**src/rtl/sfc_pkg.sv**
```systemverilog
package sfc_pkg;
  localparam int NUM_BANKS = 4;
  localparam int BANK_W    = 2;
  localparam int MAX_BYTES = 4;

  localparam logic [2:0] IDX_CFG  = 3'd0;
  localparam logic [2:0] IDX_CMD  = 3'd1;
  localparam logic [2:0] IDX_STAT = 3'd2;
  localparam logic [2:0] IDX_TX   = 3'd3;
  localparam logic [2:0] IDX_RX   = 3'd4;

  typedef struct packed {
    logic start;
    logic sample;
    logic advance;
  } sfcStrobe_t;

  typedef enum logic [1:0] {
    ST_IDLE,
    ST_SHIFT,
    ST_GUARD,
    ST_FINISH
  } sfcState_t;
endpackage

```
**src/rtl/sfc_regs.sv**
```systemverilog
module sfc_regs
  import sfc_pkg::*;
#(
  parameter int PRESC_W = 8,
  parameter int DSEL_W  = 4
) (
  input  logic                 clk,
  input  logic                 rstN,
  input  logic                 regWrite,
  input  logic [4:0]           regAddr,
  input  logic [31:0]          regWdata,
  output logic [31:0]          regRdata,
  input  logic [31:0]          rxData,
  input  logic                 startAck,
  input  logic                 tffSet,
  input  logic                 busy,
  output logic [NUM_BANKS-1:0] bankEn,
  output logic [DSEL_W-1:0]    dselTime,
  output logic [PRESC_W-1:0]   presc,
  output logic                 swMode,
  output logic [31:0]          txWord,
  output logic [2:0]           txLen,
  output logic [2:0]           rxLen,
  output logic [BANK_W-1:0]    bank,
  output logic                 sendPending,
  output logic                 tffFlag,
  output logic                 irq
);
  localparam int DSEL_LSB  = 4;
  localparam int PRESC_LSB = 8;
  localparam int SW_BIT    = 28;
  localparam int RXN_LSB   = 4;
  localparam int SEND_BIT  = 7;
  localparam int IE_BIT    = 8;
  localparam int BANK_LSB  = 12;
  localparam int TFF_BIT   = 8;

  logic [3:0] txField;
  logic [2:0] rxField;
  logic       irqEn;
  logic       wrCfg, wrCmd, wrStat, wrTx;
  logic       unusedAddr;

  assign unusedAddr = ^regAddr[1:0];
  assign wrCfg  = regWrite && (regAddr[4:2] == IDX_CFG);
  assign wrCmd  = regWrite && (regAddr[4:2] == IDX_CMD);
  assign wrStat = regWrite && (regAddr[4:2] == IDX_STAT);
  assign wrTx   = regWrite && (regAddr[4:2] == IDX_TX);

  always_ff @(posedge clk or negedge rstN) begin
    if (!rstN) begin
      bankEn      <= '0;
      dselTime    <= '0;
      presc       <= '0;
      swMode      <= 1'b0;
      txField     <= '0;
      rxField     <= '0;
      irqEn       <= 1'b0;
      bank        <= '0;
      txWord      <= '0;
      sendPending <= 1'b0;
      tffFlag     <= 1'b0;
    end else begin
      if (wrCfg) begin
        bankEn   <= regWdata[NUM_BANKS-1:0];
        dselTime <= regWdata[DSEL_LSB +: DSEL_W];
        presc    <= regWdata[PRESC_LSB +: PRESC_W];
        swMode   <= regWdata[SW_BIT];
      end
      if (wrCmd) begin
        txField <= regWdata[3:0];
        rxField <= regWdata[RXN_LSB +: 3];
        irqEn   <= regWdata[IE_BIT];
        bank    <= regWdata[BANK_LSB +: BANK_W];
      end
      if (wrTx) txWord <= regWdata;
      if (startAck) sendPending <= 1'b0;
      else if (wrCmd && regWdata[SEND_BIT] && !busy) sendPending <= 1'b1;
      if (tffSet) tffFlag <= 1'b1;
      else if (wrStat && !regWdata[TFF_BIT]) tffFlag <= 1'b0;
    end
  end

  assign txLen = (txField > 4'd4) ? 3'd4 : txField[2:0];
  assign rxLen = (rxField > 3'd4) ? 3'd4 : rxField;
  assign irq   = tffFlag & irqEn;

  always_comb begin
    regRdata = '0;
    case (regAddr[4:2])
      IDX_CFG: begin
        regRdata[NUM_BANKS-1:0]          = bankEn;
        regRdata[DSEL_LSB +: DSEL_W]     = dselTime;
        regRdata[PRESC_LSB +: PRESC_W]   = presc;
        regRdata[SW_BIT]                 = swMode;
      end
      IDX_CMD: begin
        regRdata[3:0]                    = txField;
        regRdata[RXN_LSB +: 3]           = rxField;
        regRdata[SEND_BIT]               = sendPending;
        regRdata[IE_BIT]                 = irqEn;
        regRdata[BANK_LSB +: BANK_W]     = bank;
      end
      IDX_STAT: regRdata[TFF_BIT] = tffFlag;
      IDX_TX:   regRdata = txWord;
      IDX_RX:   regRdata = rxData;
      default:  regRdata = '0;
    endcase
  end
endmodule

```
**src/rtl/sfc_ctrl.sv**
```systemverilog
module sfc_ctrl
  import sfc_pkg::*;
#(
  parameter int PRESC_W = 8,
  parameter int DSEL_W  = 4
) (
  input  logic               clk,
  input  logic               rstN,
  input  logic               sendPending,
  input  logic               swMode,
  input  logic [2:0]         txLen,
  input  logic [2:0]         rxLen,
  input  logic [PRESC_W-1:0] presc,
  input  logic [DSEL_W-1:0]  dselTime,
  output sfcStrobe_t         strobe,
  output logic               tffSet,
  output logic               busy,
  output logic               sclk,
  output logic               frameActive
);
  localparam int BITS_W  = $clog2(2 * MAX_BYTES * 8 + 1);
  localparam int GUARD_W = DSEL_W + 1;

  sfcState_t          state;
  logic [PRESC_W-1:0] divCnt, divLimM1;
  logic [BITS_W-1:0]  bitsLeft;
  logic [GUARD_W-1:0] guardCnt, guardLast;
  logic [3:0]         byteTotal;
  logic               tick, start;

  assign byteTotal = {1'b0, txLen} + {1'b0, rxLen};
  assign divLimM1  = (presc == '0) ? '0 : presc - PRESC_W'(1);
  assign tick      = (divCnt == divLimM1);
  assign guardLast = {dselTime, 1'b1};
  assign start     = (state == ST_IDLE) && sendPending && swMode;

  always_ff @(posedge clk or negedge rstN) begin
    if (!rstN) begin
      state    <= ST_IDLE;
      divCnt   <= '0;
      sclk     <= 1'b0;
      bitsLeft <= '0;
      guardCnt <= '0;
    end else begin
      case (state)
        ST_IDLE: begin
          divCnt <= '0;
          sclk   <= 1'b0;
          if (start) begin
            bitsLeft <= BITS_W'({byteTotal, 3'b000});
            state    <= (byteTotal == 4'd0) ? ST_FINISH : ST_SHIFT;
          end
        end
        ST_SHIFT: begin
          if (tick) begin
            divCnt <= '0;
            if (!sclk) begin
              sclk <= 1'b1;
            end else begin
              sclk     <= 1'b0;
              bitsLeft <= bitsLeft - BITS_W'(1);
              if (bitsLeft == BITS_W'(1)) begin
                state    <= ST_GUARD;
                guardCnt <= '0;
              end
            end
          end else begin
            divCnt <= divCnt + PRESC_W'(1);
          end
        end
        ST_GUARD: begin
          if (tick) begin
            divCnt <= '0;
            if (guardCnt == guardLast) state <= ST_FINISH;
            else guardCnt <= guardCnt + GUARD_W'(1);
          end else begin
            divCnt <= divCnt + PRESC_W'(1);
          end
        end
        default: state <= ST_IDLE;
      endcase
    end
  end

  always_comb begin
    strobe.start   = start;
    strobe.sample  = (state == ST_SHIFT) && tick && !sclk;
    strobe.advance = (state == ST_SHIFT) && tick && sclk;
  end

  assign tffSet      = (state == ST_FINISH);
  assign busy        = (state != ST_IDLE);
  assign frameActive = (state == ST_SHIFT);
endmodule

```
**src/rtl/sfc_datapath.sv**
```systemverilog
module sfc_datapath
  import sfc_pkg::*;
(
  input  logic                 clk,
  input  logic                 rstN,
  input  sfcStrobe_t           strobe,
  input  logic                 frameActive,
  input  logic [31:0]          txWord,
  input  logic [2:0]           txLen,
  input  logic [BANK_W-1:0]    bank,
  input  logic [NUM_BANKS-1:0] bankEn,
  input  logic                 miso,
  output logic                 mosi,
  output logic [NUM_BANKS-1:0] csN,
  output logic [31:0]          rxData
);
  logic [31:0]          txQ;
  logic [2:0]           txLenQ;
  logic [BANK_W-1:0]    bankQ;
  logic [NUM_BANKS-1:0] enQ;
  logic [2:0]           byteIdx, bitIdx, rxDiff;
  logic [7:0]           rxShift;
  logic                 rxPhase;
  logic                 unusedRx;

  assign rxPhase  = (byteIdx >= txLenQ);
  assign rxDiff   = byteIdx - txLenQ;
  assign unusedRx = rxDiff[2];

  always_ff @(posedge clk or negedge rstN) begin
    if (!rstN) begin
      txQ     <= '0;
      txLenQ  <= '0;
      bankQ   <= '0;
      enQ     <= '0;
      byteIdx <= '0;
      bitIdx  <= '0;
      rxShift <= '0;
      rxData  <= '0;
    end else if (strobe.start) begin
      txQ     <= txWord;
      txLenQ  <= txLen;
      bankQ   <= bank;
      enQ     <= bankEn;
      byteIdx <= '0;
      bitIdx  <= '0;
      rxData  <= '0;
    end else begin
      if (strobe.sample) rxShift <= {rxShift[6:0], miso};
      if (strobe.advance) begin
        bitIdx <= bitIdx + 3'd1;
        if (bitIdx == 3'd7) begin
          byteIdx <= byteIdx + 3'd1;
          if (rxPhase) rxData[{rxDiff[1:0], 3'b000} +: 8] <= rxShift;
        end
      end
    end
  end

  assign mosi = (frameActive && !rxPhase) ? txQ[{byteIdx[1:0], ~bitIdx}] : 1'b0;

  for (genvar g = 0; g < NUM_BANKS; g++) begin : g_sel
    assign csN[g] = ~(frameActive && (bankQ == BANK_W'(g)) && enQ[g]);
  end
endmodule

```
**src/rtl/sfc_engine.sv**
```systemverilog
module sfc_engine
  import sfc_pkg::*;
#(
  parameter int PRESC_W = 8,
  parameter int DSEL_W  = 4
) (
  input  logic        clk,
  input  logic        rstN,
  input  logic        regWrite,
  input  logic [4:0]  regAddr,
  input  logic [31:0] regWdata,
  output logic [31:0] regRdata,
  input  logic        miso,
  output logic        sclk,
  output logic        mosi,
  output logic [3:0]  csN,
  output logic        irq
);
  sfcStrobe_t           strobe;
  logic [NUM_BANKS-1:0] bankEn;
  logic [DSEL_W-1:0]    dselTime;
  logic [PRESC_W-1:0]   presc;
  logic [31:0]          txWord, rxData;
  logic [2:0]           txLen, rxLen;
  logic [BANK_W-1:0]    bank;
  logic                 swMode, sendPending, tffFlag, tffSet, busy, frameActive;

  sfc_regs #(.PRESC_W(PRESC_W), .DSEL_W(DSEL_W)) u_regs (
    .clk(clk), .rstN(rstN), .regWrite(regWrite), .regAddr(regAddr),
    .regWdata(regWdata), .regRdata(regRdata), .rxData(rxData),
    .startAck(strobe.start), .tffSet(tffSet), .busy(busy),
    .bankEn(bankEn), .dselTime(dselTime), .presc(presc), .swMode(swMode),
    .txWord(txWord), .txLen(txLen), .rxLen(rxLen), .bank(bank),
    .sendPending(sendPending), .tffFlag(tffFlag), .irq(irq)
  );

  sfc_ctrl #(.PRESC_W(PRESC_W), .DSEL_W(DSEL_W)) u_ctrl (
    .clk(clk), .rstN(rstN), .sendPending(sendPending), .swMode(swMode),
    .txLen(txLen), .rxLen(rxLen), .presc(presc), .dselTime(dselTime),
    .strobe(strobe), .tffSet(tffSet), .busy(busy), .sclk(sclk),
    .frameActive(frameActive)
  );

  sfc_datapath u_datapath (
    .clk(clk), .rstN(rstN), .strobe(strobe), .frameActive(frameActive),
    .txWord(txWord), .txLen(txLen), .bank(bank), .bankEn(bankEn),
    .miso(miso), .mosi(mosi), .csN(csN), .rxData(rxData)
  );
endmodule

```
**config.mk**
```make
export PLATFORM = sky130hd
export DESIGN_NAME = sfc_engine
export DESIGN_NICKNAME = d
export VERILOG_FILES = /design/src/rtl/sfc_pkg.sv /design/src/rtl/sfc_regs.sv /design/src/rtl/sfc_ctrl.sv /design/src/rtl/sfc_datapath.sv /design/src/rtl/sfc_engine.sv
export SDC_FILE = /design/constraint.sdc
export NUM_CORES = 1
export LEC_CHECK = 0
export ABC_AREA = 1
export BUFFER_PORTS_ARGS = -buffer_cell sky130_fd_sc_hd__buf_2
export CORE_MARGIN = 1.5
export CORE_UTILIZATION = 59
export CTS_BUF_LIST = sky130_fd_sc_hd__clkbuf_2 sky130_fd_sc_hd__clkbuf_4 sky130_fd_sc_hd__clkbuf_8
export DETAILED_ROUTE_END_ITERATION = 6
export PLACE_DENSITY_LB_ADDON = 0.05
export SYNTH_ARGS = -nofsm -noshare
export SYNTH_HDL_FRONTEND = slang
export SYNTH_SLANG_ARGS = --single-unit
```
**constraint.sdc**
```tcl
create_clock -name clk -period 5.3 [get_ports clk]
set_input_delay 1.06 -clock clk [delete_from_list [all_inputs] [get_ports clk]]
set_output_delay 1.06 -clock clk [all_outputs]
set_load 0.01 [all_outputs]
```
==> results.py, run 1 <==
metrics = {
    "final_layout": {
        "fill_cells": 1358,
        "final_cell_mix": "308 x nand2_1, 171 x dfrtp_1, 134 x inv_1, 98 x o21ai_0, 76 x buf_2",
        "final_common_cell": "nand2_1",
        "final_cell_area_mm2": 0.0101,
        "final_core_util": 0.663,
        "final_nets": 1260,
        "syn_to_final_growth_pct": 9.48,
        "drive_above_1_share": 0.136,
    },
    "setup_path": {
        "critPathTopFamily": "simple AND/OR/NAND/NOR gates",
        "required_ps": 4240,
        "cp_num_buf_inv": 3,
        "worstPathArrival_ps": 3110,
        "cp_slowest_cell": "nand2_1",
        "r2r-start": "u_datapath.byteIdx[0]",
        "crit_chain": "buf_2 -> clkinv_1 -> nor2_1 -> nand2_1 -> o22ai_1 -> a221o_1 -> buf_2",
        "crit_type": "in -> out",
        "cp-start-kind": "primary input",
        "slowest_delay_ps": 720,
        "critPathMostFrequentCell": "buf_2",
        "end_kind": "primary output",
        "startpoint": "regAddr[2]",
        "crit_fanout": 31,
    },
    "clocking": {
        "cts_hold_buf": 0,
        "cts_tree": "built",
        "htree_levels": 4,
        "insertion_delay_ps": 460,
        "cts_made_buffers": 17,
        "cts.clk_slew.worst_paths_ps": 80,
        "ctsResizeCount": 0,
        "cts.sink_count": 171,
        "clockBufferDepth": 2,
        "cts_post_setup_buffers_inserted": 0,
        "cts_root_buffer": "clkbuf_8",
    },
    "floorplan": {
        "io-pin-count": 80,
        "die_area_mm2": 0.0164,
        "die_w_um": 128,
        "core_area_mm2": 0.0152,
        "die_h_um": 128,
        "start_util": 0.605,
        "fp-row-count": 45,
    },
    "run_status": {
        "status": "finished, final reports clean",
    },
    "place": {
        "dpl_cell_area_mm2": 0.00963,
        "port-buffer-count": 77,
        "pre_cts_slack_ps": 1220,
        "hpwl_um": 16100,
        "place.gp.congestion": 0.855,
    },
    "power": {
        "clkPwrFrac": 0.224,
        "ir_drop_mv": 0.306,
        "combPwrFrac": 0.369,
        "swShare": 0.406,
        "seq_power_share": 0.408,
        "p_int_mw": 2.67,
        "p_sw_mw": 1.83,
        "power.total_mw": 4.50,
        "p_leak_nw": 5.08,
        "p_per_area_mw_per_mm2": 447,
    },
    "route": {
        "drcViolationCount": 0,
        "drt-total-wl_um": 22100,
        "antenna_left": 0,
        "drtPass1Iterations": 5,
        "wl_per_cell_um": 15.8,
        "drt-initial-drc-count": 560,
        "vias": 7816,
        "vias_per_cell": 5.60,
    },
    "synthesis": {
        "ys_ff_latch": 171,
        "ys_warn_count": 0,
        "synth-async-reset-ratio": 1.00,
        "synth_fp_nets": 1209,
        "seq_area_frac_synth": 0.465,
        "ys_types": 50,
        "synth-main-ff-cell": "dfrtp_1",
        "syn_area_mm2": 0.00920,
        "netlist_instances": 1143,
        "synth_area_per_cell_um2": 8.05,
        "synth-edff-count": 0,
    },
    "sta": {
        "fin_tns_setup_ps": 0,
        "fin_worst_skew_ps": 8.55,
        "finalCritPeriodShare": 0.786,
        "fmax_ghz": 0.240,
        "slew_violations": 0,
        "setup_slack_ps": 1130,
        "hold_viol": 0,
        "setup_violations": 0,
        "slew_headroom": 0.235,
        "rsz0062_at_grt": "false",
        "tightest_slew_ps": 1140,
        "finalCriticalPeriod_ps": 4170,
    },
    "global_routing": {
        "grtUsageTotal": 0.285,
        "grt_antenna_before_repair": 2,
        "grt_overflow_total": 0,
        "grt_pass1_vias": 7245,
        "grt_pass1_wl_um": 36200,
        "grt_max_degree": 106,
    },
    "job": {
        "cap_violations": 0,
    },
    "worst_hold_path": {
        "hold_class": "reg -> reg",
        "min_from": "u_datapath.rxData[4]",
    },
}
## final cells by class
type | instances | area (µm²) | share of cell area
Antenna cell | 1 | 2.50 | 0.000248
Sequential cell | 171 | 4280 | 0.425
Clock buffer | 23 | 304 | 0.0302
Tap cell | 188 | 235 | 0.0234
Timing Repair Buffer | 83 | 437 | 0.0434
Inverter | 147 | 553 | 0.0549
Multi-Input combinational cell | 774 | 4130 | 0.410
Clock inverter | 9 | 135 | 0.0134
## state kept, by name (all words and copies together) (netlist names), 4 cells and up
register and cells:
u_datapath.enQ 4, u_regs.txWord 32, u_datapath.txQ 32, u_ctrl.guardCnt 5, u_regs.presc 8, u_regs.txField 4, u_datapath.rxShift 8, u_regs.bankEn 4
u_regs.dselTime 4, u_ctrl.bitsLeft 7, u_ctrl.divCnt 8, u_datapath.rxData 32
## logic make-up after synthesis
| group | share of synthesized area |
|---|---|
| xor gates and xnor gates | 0.0171 |
| DFF | 0.465 |
| AOI/OAI and AO/OA | 0.136 |
| muxes | 0.00109 |
| adders and majority gates | 0.0348 |
| and+or+nand+nor | 0.258 |
| buffers and inverters | 0.0874 |
## worst register-to-register path: stages (launching register included)
cell	delay (ps)
dfrtp_1	440
inv_1	150
ha_1	480
inv_2	220
a21oi_1	100
o21ai_1	180
nand2_1	70
a21oi_1	160
clkinv_2	450
nand3_4	310
nand2_1	80
nand2_1	70
## metal layers
layer | wire, µm | vias up | part of all wire | GRT usage
met4 | 429 | 4 | 0.019 | 0.0998
met2 | 9880 | 190 | 0.45 | 0.429
met3 | 1210 | 36 | 0.055 | 0.0605
met1 | 10500 | 3698 | 0.48 | 0.410
li1 | - | 3888 | - | -
met5 | 26 | - | 0.0012 | 0
## stage by stage
| step | hold slack, ps | instances |
|---|---|---|
| 6_report | 478 | 1396 |
| 5_1_grt | 500 | 1395 |
| 4_1_cts | 481 | 1395 |
| 3_5_place_dp | 459 | 1363 |
| 3_3_place_gp | 455 | 1363 |
| 2_1_floorplan | 442 | 1143 |
## power by group through the flow
stage / registers [mW] / logic, mW / clock network [mW]
after floorplan: 1.78 / 1.34 / 0
after global placement: 1.85 / 1.61 / 0
after detailed placement: 1.85 / 1.65 / 0
after CTS: 1.83 / 1.66 / 1.02
after global routing: 1.87 / 1.89 / 1.07
final: 1.83 / 1.66 / 1.01
## path summary, 6_finish.rpt
check                                  endpoint  slack, ps  cells past startpoint
max                                 regRdata[0]       1130                      7
min                        u_datapath.rxData[4]        480                      2
max reg2reg                u_datapath.rxData[1]       2520                     11
min reg2reg                u_datapath.rxData[4]        480                      2
max in group asynchronous  u_datapath.txLenQ[1]       3540                      2
min in group asynchronous     u_regs.txWord[21]        720                      1
## Yosys cell counts, types with 5 or more instances
library cell	instances	area [µm²]
nand4_1	52	325
nor3_1	14	70.1
o21ai_1	5	25.0
o21ai_2	7	61.3
inv_1	135	507
clkbuf_1	31	116
ha_1	24	300
or2_2	7	43.8
nand3_1	42	210
o22ai_1	31	194
nor4_1	8	50.1
o21ai_0	98	490
buf_2	11	55.1
inv_2	6	22.5
o221ai_1	7	61.3
a221o_1	9	90.1
a21oi_1	36	180
buf_6	6	67.6
nand2_1	308	1160
clkinv_1	5	18.8
xor2_1	14	123
dfrtp_1	171	4280
nand2_2	5	31.3
nor2_1	62	233
No activity file was read; power rests on OpenSTA's default activity.
==> run 2: changes to the inputs <==
--- a/config.mk
+++ b/config.mk
@@ -5,7 +5,7 @@
 export SDC_FILE = /design/constraint.sdc
 export NUM_CORES = 1
 export LEC_CHECK = 0
-export ABC_AREA = 1
+export ABC_AREA = 0
 export BUFFER_PORTS_ARGS = -buffer_cell sky130_fd_sc_hd__buf_2
 export CORE_MARGIN = 1.5
 export CORE_UTILIZATION = 59
==> constraint.sdc (replaced) <==
create_clock -name clk -period 4 [get_ports clk]
set_input_delay 0.8 -clock clk [delete_from_list [all_inputs] [get_ports clk]]
set_output_delay 0.8 -clock clk [all_outputs]
set_load 0.01 [all_outputs]
==> results.py, run 2 <==
metrics = {
    "sta": {
        "slew_violations": 0,
        "slew_headroom": 0.340,
        "tightest_slew_ps": 983,
        "finalCritPeriodShare": 0.934,
        "fin_tns_setup_ps": 0,
        "hold_viol": 0,
        "setup_violations": 0,
        "rsz0062_at_grt": "false",
        "fin_worst_skew_ps": 15.6,
        "fmax_ghz": 0.268,
        "finalCriticalPeriod_ps": 3740,
    },
    "setup_path": {
        "cp_num_buf_inv": 2,
        "crit_fanout": 11,
        "required_ps": 4350,
        "end_kind": "flop",
        "crit_chain": "inv_1 -> ha_1 -> nor4b_1 -> nand2_1 -> a211oi_1 -> o32ai_1 -> buf_4 -> nor3_1 -> nand4_1 -> mux2_2",
        "slowest_delay_ps": 620,
        "crit_type": "reg -> reg",
        "critPathTopFamily": "simple AND/OR/NAND/NOR gates",
        "worstPathArrival_ps": 4090,
        "cp-start-kind": "flop",
        "cp_slowest_cell": "nor4b_1",
    },
    "synthesis": {
        "synth_area_leaders": "dfrtp_1 48%, mux2_2 8.4%, nand2_1 8.4%",
        "yosysTopAreaCellShare": 0.477,
        "synth_top_cell_by_area": "dfrtp_1",
        "syn_area_mm2": 0.00898,
        "ys_ff_latch": 171,
        "seq_area_frac_synth": 0.477,
        "synth_area_per_cell_um2": 10.2,
        "netlist_instances": 880,
        "ys_types": 63,
        "ys_warn_count": 0,
        "synth.most_common_cell": "nand2_1",
        "synth-main-ff-cell": "dfrtp_1",
        "synth_commonest_cells": "201 x nand2_1, 171 x dfrtp_1, 67 x mux2_2",
        "synth-async-reset-ratio": 1.00,
        "synth-edff-count": 0,
        "synth_fp_nets": 946,
    },
    "place": {
        "place.gp.congestion": 0.880,
        "hpwl_um": 16700,
        "dpl_cell_area_mm2": 0.00950,
        "port-buffer-count": 77,
        "dp_cells": 1102,
    },
    "clocking": {
        "cts_hold_buf": 0,
        "cts.clk_slew.worst_paths_ps": 90,
        "cts_tree": "built",
        "clockBufferDepth": 2,
        "cts_post_setup_buffers_inserted": 0,
        "cts_root_buffer": "clkbuf_8",
        "cts_made_buffers": 17,
        "cts.sink_count": 171,
        "htree_levels": 4,
        "ctsResizeCount": 0,
        "insertion_delay_ps": 470,
    },
    "route": {
        "drcViolationCount": 0,
        "drt-initial-drc-count": 513,
        "antenna_left": 0,
        "drtPass1Iterations": 5,
        "wl_per_cell_um": 20.4,
        "drt-total-wl_um": 23100,
        "vias": 7034,
        "vias_per_cell": 6.21,
    },
    "floorplan": {
        "die_w_um": 126,
        "start_util": 0.611,
        "die_h_um": 126,
        "core_area_mm2": 0.0147,
        "die_area_mm2": 0.0160,
        "fp-row-count": 44,
        "io-pin-count": 80,
    },
    "final_layout": {
        "syn_to_final_growth_pct": 10.0,
        "diodes": 0,
        "drive_above_1_share": 0.230,
        "reg_top3": "u_datapath.rxData (32), u_datapath.txQ (32), u_regs.txWord (32)",
        "finalNonFillerCells": 1133,
        "final_cell_mix": "201 x nand2_1, 171 x dfrtp_1, 76 x buf_2, 67 x mux2_2, 35 x mux2i_1",
        "final_common_cell": "nand2_1",
        "fill_cells": 1150,
        "final_cell_area_mm2": 0.00988,
        "final_nets": 1003,
    },
    "global_routing": {
        "grt_pass1_wl_um": 37500,
        "grt_max_degree": 94,
        "grtUsageTotal": 0.305,
        "grt_overflow_total": 0,
        "grt_antenna_before_repair": 0,
        "grt_pass1_vias": 7051,
    },
    "power": {
        "p_per_area_mw_per_mm2": 548,
        "ir_drop_mv": 0.387,
        "p_leak_nw": 4.62,
        "power.total_mw": 5.41,
    },
    "run_status": {
        "status": "finished, final reports clean",
    },
    "worst_hold_path": {
        "hold_class": "in -> async",
    },
    "job": {
        "cap_violations": 0,
    },
}
run 2: power by group:
group / switching (mW) / leakage (nW) / internal [mW]
registers: 0.381 / 2.21 / 2.12
clock network: 0.681 / 0.185 / 0.514
logic: 1.02 / 2.22 / 0.694
run 2: per-layer routing:
layer / up-vias / global-route usage / routed length, µm
met5: - / 0 / 0
li1: 3234 / - / -
met4: 0 / 0.135 / 971
met3: 45 / 0.0633 / 1070
met2: 229 / 0.499 / 11200
met1: 3526 / 0.396 / 9950
run 2: stage by stage:
step                      hold WS (ps)  setup WS [ps]   util
after detailed placement           462            364  0.647
final                              394            263  0.672
after CTS                          436            299  0.672
after floorplan                    440            615      -
after global placement             454            422  0.647
after global routing               456           79.9  0.672
run 2: final cells by class:
type | count | area (µm²) | area share
inverters | 22 | 82.6 | 0.00836
flip-flops and latches | 171 | 4280 | 0.433
multi-input cells | 632 | 4400 | 0.445
well taps | 184 | 230 | 0.0233
repair buffers | 93 | 512 | 0.0518
clock buffers | 18 | 241 | 0.0244
clock inverters | 13 | 135 | 0.0137
run 2: worst register-to-register path, delay by kind of cell (launching register included):
family / cells / cell delay (ps)
simple gates: 4 / 1620
mux: 1 / 450
buf+inv: 2 / 360
fa+ha+maj: 1 / 250
flops: 1 / 450
compound gates: 2 / 490
run 2: cells by family after synthesis:
kind of cell | count (synthesis) | synth area share
buf+inv | 77 | 0.0346
fa+ha+maj | 25 | 0.0357
mux | 113 | 0.151
xor+xnor | 15 | 0.0162
flops | 171 | 0.477
compound gates | 136 | 0.107
simple gates | 343 | 0.180
run 2: final timing paths:
path	end	startpoint	cells past startpoint	slack, ps
worst max-delay path	u_datapath.rxShift[5]	u_regs.presc[0]	10	260
max in group asynchronous	u_datapath.rxData[2]	rstN	2	2590
worst max register to register	u_datapath.rxShift[5]	u_regs.presc[0]	10	260
min in group clk	u_datapath.txQ[30]	u_datapath.txQ[30]	2	480
worst min register to register	u_datapath.txQ[30]	u_datapath.txQ[30]	2	480
worst min-delay path	u_regs.dselTime[1]	rstN	1	390
